## config.mk

```make
export PLATFORM = sky130hd
export DESIGN_NAME = rst_seq_ctrl
export DESIGN_NICKNAME = d
export VERILOG_FILES = /design/src/rtl/rsc_pkg.sv /design/src/rtl/rsc_sync.sv /design/src/rtl/rsc_sequencer.sv /design/src/rtl/rsc_regfile.sv /design/src/rtl/rst_seq_ctrl.sv
export SDC_FILE = /design/constraint.sdc
export NUM_CORES = 1
export LEC_CHECK = 0
export ABC_CLOCK_PERIOD_IN_PS = 2200
export BUFFER_PORTS_ARGS = -buffer_cell sky130_fd_sc_hd__buf_2
export CAP_MARGIN = 25
export CORE_ASPECT_RATIO = 0.9
export CORE_UTILIZATION = 54
export CTS_CLUSTER_SIZE = 24
export DETAILED_ROUTE_END_ITERATION = 12
export GPL_ROUTABILITY_DRIVEN = 0
export PLACE_DENSITY = 0.81
export SLEW_MARGIN = 15
export SYNTH_ARGS = -nofsm -noshare
export SYNTH_HDL_FRONTEND = slang
export SYNTH_HIERARCHICAL = 1
export SYNTH_SLANG_ARGS = --single-unit
```

## constraint.sdc

```tcl
create_clock -name clk -period 2.2 [get_ports clk]
set_input_delay 0.11 -clock clk [delete_from_list [all_inputs] [get_ports clk]]
set_output_delay 0.11 -clock clk [all_outputs]
set_load 0.02 [all_outputs]
```

## src/rtl/rsc_pkg.sv

```systemverilog
package rsc_pkg;

  typedef enum logic [1:0] {
    PH_HOLD   = 2'd0,
    PH_EXTEND = 2'd1,
    PH_STAGE  = 2'd2,
    PH_RUN    = 2'd3
  } phase_t;

  // Numeric order is the priority order: larger wins.
  typedef enum logic [1:0] {
    CAUSE_SW  = 2'd0,
    CAUSE_PIN = 2'd1,
    CAUSE_POR = 2'd2
  } cause_t;

  localparam int ADDR_CTRL = 0;
  localparam int ADDR_STAT = 1;
  localparam int GP_BASE   = 4;

  localparam int STAT_W  = 3;
  localparam int ST_POR  = 0;
  localparam int ST_PIN  = 1;
  localparam int ST_SW   = 2;

endpackage

```

## src/rtl/rsc_sync.sv

```systemverilog
module rsc_sync #(
  parameter int STAGES = 2
) (
  input  logic clk,
  input  logic arst_n,
  output logic ok
);

  logic [STAGES-1:0] sh_q;
  logic [STAGES-1:0] sh_d;

  always_comb begin
    sh_d = {sh_q[STAGES-2:0], 1'b1};
  end

  always_ff @(posedge clk or negedge arst_n) begin
    if (!arst_n) begin
      sh_q <= '0;
    end else begin
      sh_q <= sh_d;
    end
  end

  assign ok = sh_q[STAGES-1];

endmodule

```

## src/rtl/rsc_sequencer.sv

```systemverilog
module rsc_sequencer
  import rsc_pkg::*;
#(
  parameter int POR_LEN   = 2097152,
  parameter int EXT_LEN   = 96,
  parameter int STAGE_LEN = 32,
  parameter int CNT_W     = 22
) (
  input  logic clk,
  input  logic por_n,
  input  logic por_ok,
  input  logic pin_ok,
  input  logic sw_req,
  output logic hold,
  output logic periph_en,
  output logic core_en
);

  localparam logic [CNT_W-1:0] POR_LOAD   = CNT_W'(POR_LEN - 1);
  localparam logic [CNT_W-1:0] EXT_LOAD   = CNT_W'(EXT_LEN - 1);
  localparam logic [CNT_W-1:0] STAGE_LOAD = CNT_W'(STAGE_LEN - 1);

  phase_t            phase_q, phase_d;
  cause_t            cause_q, cause_d;
  logic [CNT_W-1:0]  cnt_q, cnt_d;
  logic              req_any;
  cause_t            req_cause;
  logic              cnt_zero;

  always_comb begin
    req_any   = !por_ok || !pin_ok || sw_req;
    req_cause = !por_ok ? CAUSE_POR : (!pin_ok ? CAUSE_PIN : CAUSE_SW);
    cnt_zero  = (cnt_q == '0);
  end

  always_comb begin
    phase_d = phase_q;
    cause_d = cause_q;
    cnt_d   = cnt_q;
    if (req_any) begin
      phase_d = PH_HOLD;
      cnt_d   = '0;
      if (phase_q == PH_RUN || req_cause > cause_q) begin
        cause_d = req_cause;
      end
    end else begin
      case (phase_q)
        PH_HOLD: begin
          phase_d = PH_EXTEND;
          cnt_d   = (cause_q == CAUSE_POR) ? POR_LOAD : EXT_LOAD;
        end
        PH_EXTEND: begin
          if (cnt_zero) begin
            phase_d = PH_STAGE;
            cnt_d   = STAGE_LOAD;
          end else begin
            cnt_d = cnt_q - CNT_W'(1);
          end
        end
        PH_STAGE: begin
          if (cnt_zero) begin
            phase_d = PH_RUN;
          end else begin
            cnt_d = cnt_q - CNT_W'(1);
          end
        end
        default: begin
          phase_d = PH_RUN;
        end
      endcase
    end
  end

  always_ff @(posedge clk or negedge por_n) begin
    if (!por_n) begin
      phase_q <= PH_HOLD;
      cause_q <= CAUSE_POR;
      cnt_q   <= '0;
    end else begin
      phase_q <= phase_d;
      cause_q <= cause_d;
      cnt_q   <= cnt_d;
    end
  end

  assign hold      = (phase_q == PH_HOLD);
  assign periph_en = (phase_q == PH_STAGE) || (phase_q == PH_RUN);
  assign core_en   = (phase_q == PH_RUN);

endmodule

```

## src/rtl/rsc_regfile.sv

```systemverilog
module rsc_regfile
  import rsc_pkg::*;
#(
  parameter int ADDR_W = 3,
  parameter int DATA_W = 16,
  parameter int NUM_GP = 4
) (
  input  logic              clk,
  input  logic              por_n,
  input  logic              wr_en,
  input  logic [ADDR_W-1:0] wr_addr,
  input  logic [DATA_W-1:0] wr_data,
  input  logic [ADDR_W-1:0] rd_addr,
  output logic [DATA_W-1:0] rd_data,
  input  logic              seq_hold,
  input  logic              pin_ok,
  output logic              sw_req
);

  localparam logic [ADDR_W-1:0] A_CTRL = ADDR_W'(ADDR_CTRL);
  localparam logic [ADDR_W-1:0] A_STAT = ADDR_W'(ADDR_STAT);

  logic              sw_q, sw_d;
  logic [STAT_W-1:0] st_q, st_d;
  logic [DATA_W-1:0] gp_q [NUM_GP];

  // Software request: set by a write, cleared once the sequencer holds.
  always_comb begin
    sw_d = sw_q;
    if (seq_hold && sw_q) begin
      sw_d = 1'b0;
    end
    if (wr_en && wr_addr == A_CTRL && wr_data[0]) begin
      sw_d = 1'b1;
    end
  end

  // Cause bits: write-1-to-clear, event set wins.
  always_comb begin
    st_d = st_q;
    if (wr_en && wr_addr == A_STAT) begin
      st_d = st_q & ~wr_data[STAT_W-1:0];
    end
    if (!pin_ok) begin
      st_d[ST_PIN] = 1'b1;
    end
    if (sw_q) begin
      st_d[ST_SW] = 1'b1;
    end
  end

  always_ff @(posedge clk or negedge por_n) begin
    if (!por_n) begin
      sw_q <= 1'b0;
      st_q <= STAT_W'(1) << ST_POR;
    end else begin
      sw_q <= sw_d;
      st_q <= st_d;
    end
  end

  for (genvar gi = 0; gi < NUM_GP; gi++) begin : g_gp
    localparam logic [ADDR_W-1:0] A_GP = ADDR_W'(GP_BASE + gi);
    logic gp_we;
    assign gp_we = wr_en && (wr_addr == A_GP);
    always_ff @(posedge clk or negedge por_n) begin
      if (!por_n) begin
        gp_q[gi] <= '0;
      end else if (gp_we) begin
        gp_q[gi] <= wr_data;
      end
    end
  end

  always_comb begin
    rd_data = '0;
    if (rd_addr == A_CTRL) begin
      rd_data[0] = sw_q;
    end
    if (rd_addr == A_STAT) begin
      rd_data[STAT_W-1:0] = st_q;
    end
    for (int i = 0; i < NUM_GP; i++) begin
      if (rd_addr == ADDR_W'(GP_BASE + i)) begin
        rd_data = gp_q[i];
      end
    end
  end

  assign sw_req = sw_q;

endmodule

```

## src/rtl/rst_seq_ctrl.sv

```systemverilog
module rst_seq_ctrl
  import rsc_pkg::*;
#(
  parameter int POR_LEN   = 2097152,
  parameter int EXT_LEN   = 96,
  parameter int STAGE_LEN = 32,
  parameter int SYNC_LEN  = 2,
  parameter int ADDR_W    = 3,
  parameter int DATA_W    = 16,
  parameter int NUM_GP    = 4
) (
  input  logic              clk,
  input  logic              por_n,
  input  logic              pin_rst_n,
  input  logic              wr_en,
  input  logic [ADDR_W-1:0] wr_addr,
  input  logic [DATA_W-1:0] wr_data,
  input  logic [ADDR_W-1:0] rd_addr,
  output logic [DATA_W-1:0] rd_data,
  output logic              periph_rst_n,
  output logic              core_rst_n
);

  localparam int MAX_A   = (POR_LEN > EXT_LEN) ? POR_LEN : EXT_LEN;
  localparam int MAX_LEN = (MAX_A > STAGE_LEN) ? MAX_A : STAGE_LEN;
  localparam int CNT_W   = $clog2(MAX_LEN + 1);

  logic por_ok;
  logic pin_ok;
  logic sw_q;
  logic seq_hold;
  logic seq_periph;
  logic seq_core;

  rsc_sync #(.STAGES(SYNC_LEN)) u_por_sync (
    .clk    (clk),
    .arst_n (por_n),
    .ok     (por_ok)
  );

  rsc_sync #(.STAGES(SYNC_LEN)) u_pin_sync (
    .clk    (clk),
    .arst_n (pin_rst_n),
    .ok     (pin_ok)
  );

  rsc_sequencer #(
    .POR_LEN   (POR_LEN),
    .EXT_LEN   (EXT_LEN),
    .STAGE_LEN (STAGE_LEN),
    .CNT_W     (CNT_W)
  ) u_seq (
    .clk       (clk),
    .por_n     (por_n),
    .por_ok    (por_ok),
    .pin_ok    (pin_ok),
    .sw_req    (sw_q),
    .hold      (seq_hold),
    .periph_en (seq_periph),
    .core_en   (seq_core)
  );

  rsc_regfile #(
    .ADDR_W (ADDR_W),
    .DATA_W (DATA_W),
    .NUM_GP (NUM_GP)
  ) u_regs (
    .clk      (clk),
    .por_n    (por_n),
    .wr_en    (wr_en),
    .wr_addr  (wr_addr),
    .wr_data  (wr_data),
    .rd_addr  (rd_addr),
    .rd_data  (rd_data),
    .seq_hold (seq_hold),
    .pin_ok   (pin_ok),
    .sw_req   (sw_q)
  );

  // Asynchronous pin assertion and a fresh software request reach the outputs directly.
  assign periph_rst_n = seq_periph & pin_ok & ~sw_q;
  assign core_rst_n   = seq_core   & pin_ok & ~sw_q;

endmodule

```

## Yosys cells after proc, flatten, opt, wreduce, memory -nomap -nowiden

Cells that the tools add are included.

- Register bits: 98
- Input port bits: 26
- Logic and storage cells: 86

- Add/subtract/negate cells: 1
- Order comparisons: 1
- Eq/ne operators: 18
- Multiplexer cells: 22
- Bitwise operators: 7
- Reduce and logical (&&, ||, !) cells: 24

Operators with widths:

| operator | number |
|---|---|
| 2-to-1 mux 22 bit | 3 |
| case mux 22 bit (3 select lines) | 1 |
| 2-to-1 mux 16 bit | 4 |
| == test 3 bit (second input constant) | 8 |
| zero test 22 bit | 1 |
| subtractor 22 x 1 -> 22 bit (second input constant) | 1 |
| 2-to-1 mux 21 bit | 1 |
| logical AND 1 bit | 8 |
| 2-to-1 mux 2 bit | 4 |
| == test 2 bit (second input constant) | 3 |
| == test 3 x 1 -> 1 bit (second input constant) | 2 |
| zero test 3 bit | 2 |
| 2-to-1 mux 1 bit | 6 |
| 2-to-1 mux 3 bit | 2 |
| inequality test 3 x 1 -> 1 bit (second input constant) | 2 |
| case mux 2 bit (3 select lines) | 1 |
| AND reduction 2 bit | 3 |
| bitwise AND 1 bit | 4 |
| logical OR 1 bit | 4 |
| nonzero test 2 bit | 2 |
| nonzero test 4 bit | 1 |
| bitwise AND 3 bit | 1 |
| inequality test 3 x 2 -> 1 bit (second input constant) | 1 |
| inverter 3 bit | 1 |
| other kinds (6) | 7 |

## Logic depth before layout (Yosys ltp)

- Depth in word-level cells: 7
- Gate-level depth with buffers: 9
- Mapped depth without buffers: 7

## Cells and area by module

Netlist, hierarchy kept.

By module, submodules not included:

| module | instances | cells an instance | area an instance (um^2) | seq. area each (um^2) |
|---|---|---|---|---|
| rsc_regfile | 1 | 201 | 3260.6 | 1702.9 |
| rsc_sequencer | 1 | 214 | 1864.3 | 651.9 |
| rsc_sync | 2 | 3 | 53.8 | 50.0 |
| rst_seq_ctrl | 1 | 2 | 17.5 | 0.0 |

## Worst setup path before layout

Ideal clock, no wire load.

- Kind: register to register
- Start: reg u_seq.cnt_q[0]
- End: reg u_seq.cnt_q[5]
- Data arrival time: 2.150 ns
- Slack: -0.076 ns
- Stages on the path, launching flop included: 10
- Buffers on the path: 2
- Period minus slack after synthesis: 2.276 ns
- Path through: dfrtp_1 inv_1 ha_1 nor3b_1 and4_1 clkbuf_1 a211o_1 buf_2 o22ai_1 a221o_1

- Cells in the longest elaborated chain, start to end: 4
- Elaborated cells on any way between the ends: 8
- Classes of those cells: add/sub (1); eq/ne (1); mux (4); reduce/logical (2)

Ends and longest elaborated chain:

| what | line | text |
|---|---|---|
| from (decl) | rsc_sequencer.sv:25 | `logic [CNT_W-1:0] cnt_q, cnt_d;` |
| from (signal assigned) | rsc_sequencer.sv:82 | `cnt_q <= cnt_d;` |
| subtractor 22 x 1 -> 22 bit / zero test 22 bit (equally long branches) | rsc_sequencer.sv:57, rsc_sequencer.sv:64, rsc_sequencer.sv:33 |  |
| 2-to-1 mux 22 bit, on equally long branches | rsc_sequencer.sv:61, rsc_sequencer.sv:53 |  |
| case mux 22 bit (3 select lines) | rsc_sequencer.sv:47 | `case (phase_q)` |
| 2-to-1 mux 22 bit | rsc_sequencer.sv:40 | `if (req_any) begin` |

Parallel ways exist; a longest one is shown, timed or not. The select of a mux whose other input is x is not followed.
A chain may end at the register's enable or synchronous reset.

## Worst setup path after layout

- Start: reg u_seq.cnt_q[7]
- End: reg u_seq.cnt_q[9]

The elaborated chain is that of the path after synthesis.

==> results.yml <==
hold_path:
  hp-class: "in2reg"
floorplanning:
  core_um2: 9290
  die_area_um2: 10100
  start_util_pct: 56.5
  die_h_um: 95.5
  rows: 33
  num_io_pins: 44
  chipWidth_um: 106
synth:
  synth-xor-area-share_pct: 0.167
  ys_seq_elements: 98
  synth_fa_ha_area_share_pct: 1.67
  synth_ff_type: "dfrtp_1"
  synth_edf_count: 0
  synthArstFlopShare_pct: 100
  post_synth.cell_area_avg_um2: 12.4
  synthesis.area_um2: 5250
  synthMuxAreaShare_pct: 21.7
  synthesis.nets: 456
  synth_simple_gate_area_share_pct: 14.2
  ys_types: 65
  synth_cells: 423
  synth_top_family_by_area: "multiplexers"
  synth_compound_area_share_pct: 10.7
  synth_warnings: 6
  yosysSeqAreaShare_pct: 46.8
global_routing:
  grt_usage_pct: 25.3
  antenna_found_initial: 1
  grt_pass1_wl_um: 19500
  grt_max_degree: 55
  overflow: 0
  grt_pass1_vias: 3871
pwr:
  intPower_mw: 3.73
  p_per_area_nw_per_um2: 910
  pwr-share-clk_pct: 20.9
  seq_power_share_pct: 42.4
  net-switching-power_mw: 1.85
  combPwrFrac_pct: 36.7
  max-vdd-ir-drop_mv: 0.390
  sw_frac_of_total_pct: 33.2
  p_leak_nw: 2.79
clock_network:
  cts_max_level: 3
  ctsLongestPathBuffers: 2
  cts_sinks: 98
  cts_root_buffer: "clkbuf_8"
  cts_buffers: 9
  cts.clk_slew.worst_paths_ps: 100
  cts_tree: "done"
  clk_latency_ps: 360
layout:
  drive_gt1_share_pct: 44.8
  fin_util_pct: 66.0
  final_cells: 631
  antenna_cells: 0
  syn2layout_area_growth_pct: 16.7
  finalNetCount: 537
setup_path:
  crit_type: "reg2reg"
  path_max_fanout: 5
  critical_path_required_ps: 2460
  cp.arrival_ps: 2460
  reg2reg_slack_ps: 2
  worst_setup_path_start_kind: "register"
  cp-end-kind: "register"
timing:
  setup_viol: 0
  worstMarginPinSlew_ps: 706
  clock_skew_ps: 8.53
  drv_slew: 0
  slew_headroom_pct: 52.9
  hold_viol: 0
  fmax_ghz: 0.455
  fin_hold_ws_ps: 14.9
  fin_crit_sh_pct: 99.9
  setup_ws_ps: 1.86
  post-route-min-period_ps: 2200
place:
  dp.cells: 608
  io_buffer_count: 43
  post-place-ws_ps: -133
  dp_hpwl_um: 8220
routing:
  drt_wl_total_um: 12200
  vias_per_cell: 6.20
  wl_per_cell_um: 19.4
  drc: 0
  firstDrtPassIters: 5
  dr_total_vias: 3911
  ant_nets: 0
  drt-initial-drc-count: 336
status:
  status: "finished, final reports clean"
job:
  drv_cap: 0
[flip-flops by register name, summed over array words and instances (netlist names)]
register,flops
u_pin_sync/sh_q,2
u_regs/sw_req,1
u_regs/st_q,3
u_regs/gp_q,64
u_por_sync/sh_q,2
u_seq/cnt_q,22
u_seq/phase_q,2
u_seq/cause_q,2
[path summary, 6_finish.rpt]
path                                              start                            to  cells after the start
setup / recovery             u_seq/cnt_q[7]$_DFFE_PN0P_    u_seq/cnt_q[9]$_DFFE_PN0P_                      8
hold / removal                              wr_data[15]   u_regs/gp_q[31]$_DFFE_PN0P_                      2
setup reg to reg             u_seq/cnt_q[7]$_DFFE_PN0P_    u_seq/cnt_q[9]$_DFFE_PN0P_                      8
hold reg to reg            u_pin_sync/sh_q[0]$_DFF_PN0_  u_pin_sync/sh_q[1]$_DFF_PN0_                      0
max in group asynchronous                         por_n    u_regs/st_q[0]$_DFFE_PN1P_                      3
min in group asynchronous                     pin_rst_n  u_pin_sync/sh_q[1]$_DFF_PN0_                      2
[power by group through the flow]
stage	clock, mW	combinational, mW	sequential (mW)
finish	1.17	2.04	2.37
global route	1.27	2.20	2.41
CTS	1.19	1.88	2.36
detailed placement	0	1.85	2.39
global placement	0	1.76	2.36
floorplan	0	1.29	2.34
[metal layers]
layer  track usage [%]  wire, um  vias to the layer above
met4              8.56       252                        0
met1              34.5      5270                     1964
li1                  -         -                     1752
met2              40.7      5920                      167
met3              5.06       796                       28
met5                 0         0                        -
[through the flow]
stage / setup TNS, ps / cell area (um2) / total power [mW]
detailed placement: -407 / 5790 / 4.24
finish: 0 / 6130 / 5.58
floorplan: -1.33 / 5260 / 3.63
global route: -206 / 6130 / 5.88
global placement: -2350 / 5790 / 4.12
CTS: 0 / 6030 / 5.43
[repair_timing]
item | in CTS | in global routing
hold endpoints to repair | 54 | 0
setup buffers | 0 | 4
endpoints found under the setup margin | 10 | 21
pin swaps | 2 | 4
hold buffers | 3 | 0
gates resized for setup | 4 | 17
[kinds of logic (layout without fill, tap and decap cells)]
kind of cell    Yosys count  in the layout
simple gates            118            118
xor+xnor                  1              1
compound gates           77             77
other cells               2              2
flops                    98             98
mux                      82             82
buf+inv                  38            124
fa+ha+maj                 7              7
[placed cells by master (no fill, tap or decap), drive strengths merged, types with 11 or more instances in the layout]
cell / count
mux2: 67
buf: 95
nand2: 15
o21ai: 11
inv: 12
mux4: 15
nor2: 17
clkbuf: 11
nor3: 14
nand3: 17
and2: 13
dfrtp: 96
[cells in the mapped netlist, types with 3 or more instances]
cell type	count	area, um2
a211o_1	4	35.0
a211oi_1	6	45.0
a21o_1	4	30.0
a21oi_1	10	50.1
a221o_1	3	30.0
a31oi_1	6	37.5
and2_1	13	81.3
and3b_1	4	35.0
buf_2	8	40.0
buf_6	8	90.1
clkbuf_1	9	33.8
dfrtp_1	96	2400
ha_1	7	87.6
inv_1	10	37.5
mux2_2	54	608
mux2_4	12	180
mux4_2	15	338
nand2_1	14	52.6
nand3_1	17	85.1
nand3b_1	4	30.0
nor2_1	16	60.1
nor3_1	12	60.1
nor4_1	6	37.5
o21ai_0	8	40.0
o21ai_1	3	15.0
o22ai_1	6	37.5
o2bb2ai_1	6	52.6
or2_2	5	31.3
or4_1	5	37.5
[layout make-up]
type,count,area [um2]
Multi-Input combinational cell,287,2640
Inverter,10,37.5
Fill cell,696,3160
Sequential cell,98,2450
Tap cell,122,153
Timing Repair Buffer,98,654
Clock inverter,5,60.1
Clock buffer,11,131
[critical path: stages, from the launching register on]
cell and delay [ps]:
dfrtp_1 480, nor4_2 390, and4_4 310, buf_4 120, buf_4 130, a211o_4 160
buf_4 120, o22ai_1 80, a221o_1 300
Note: power is estimated with default switching activity, not from simulation.
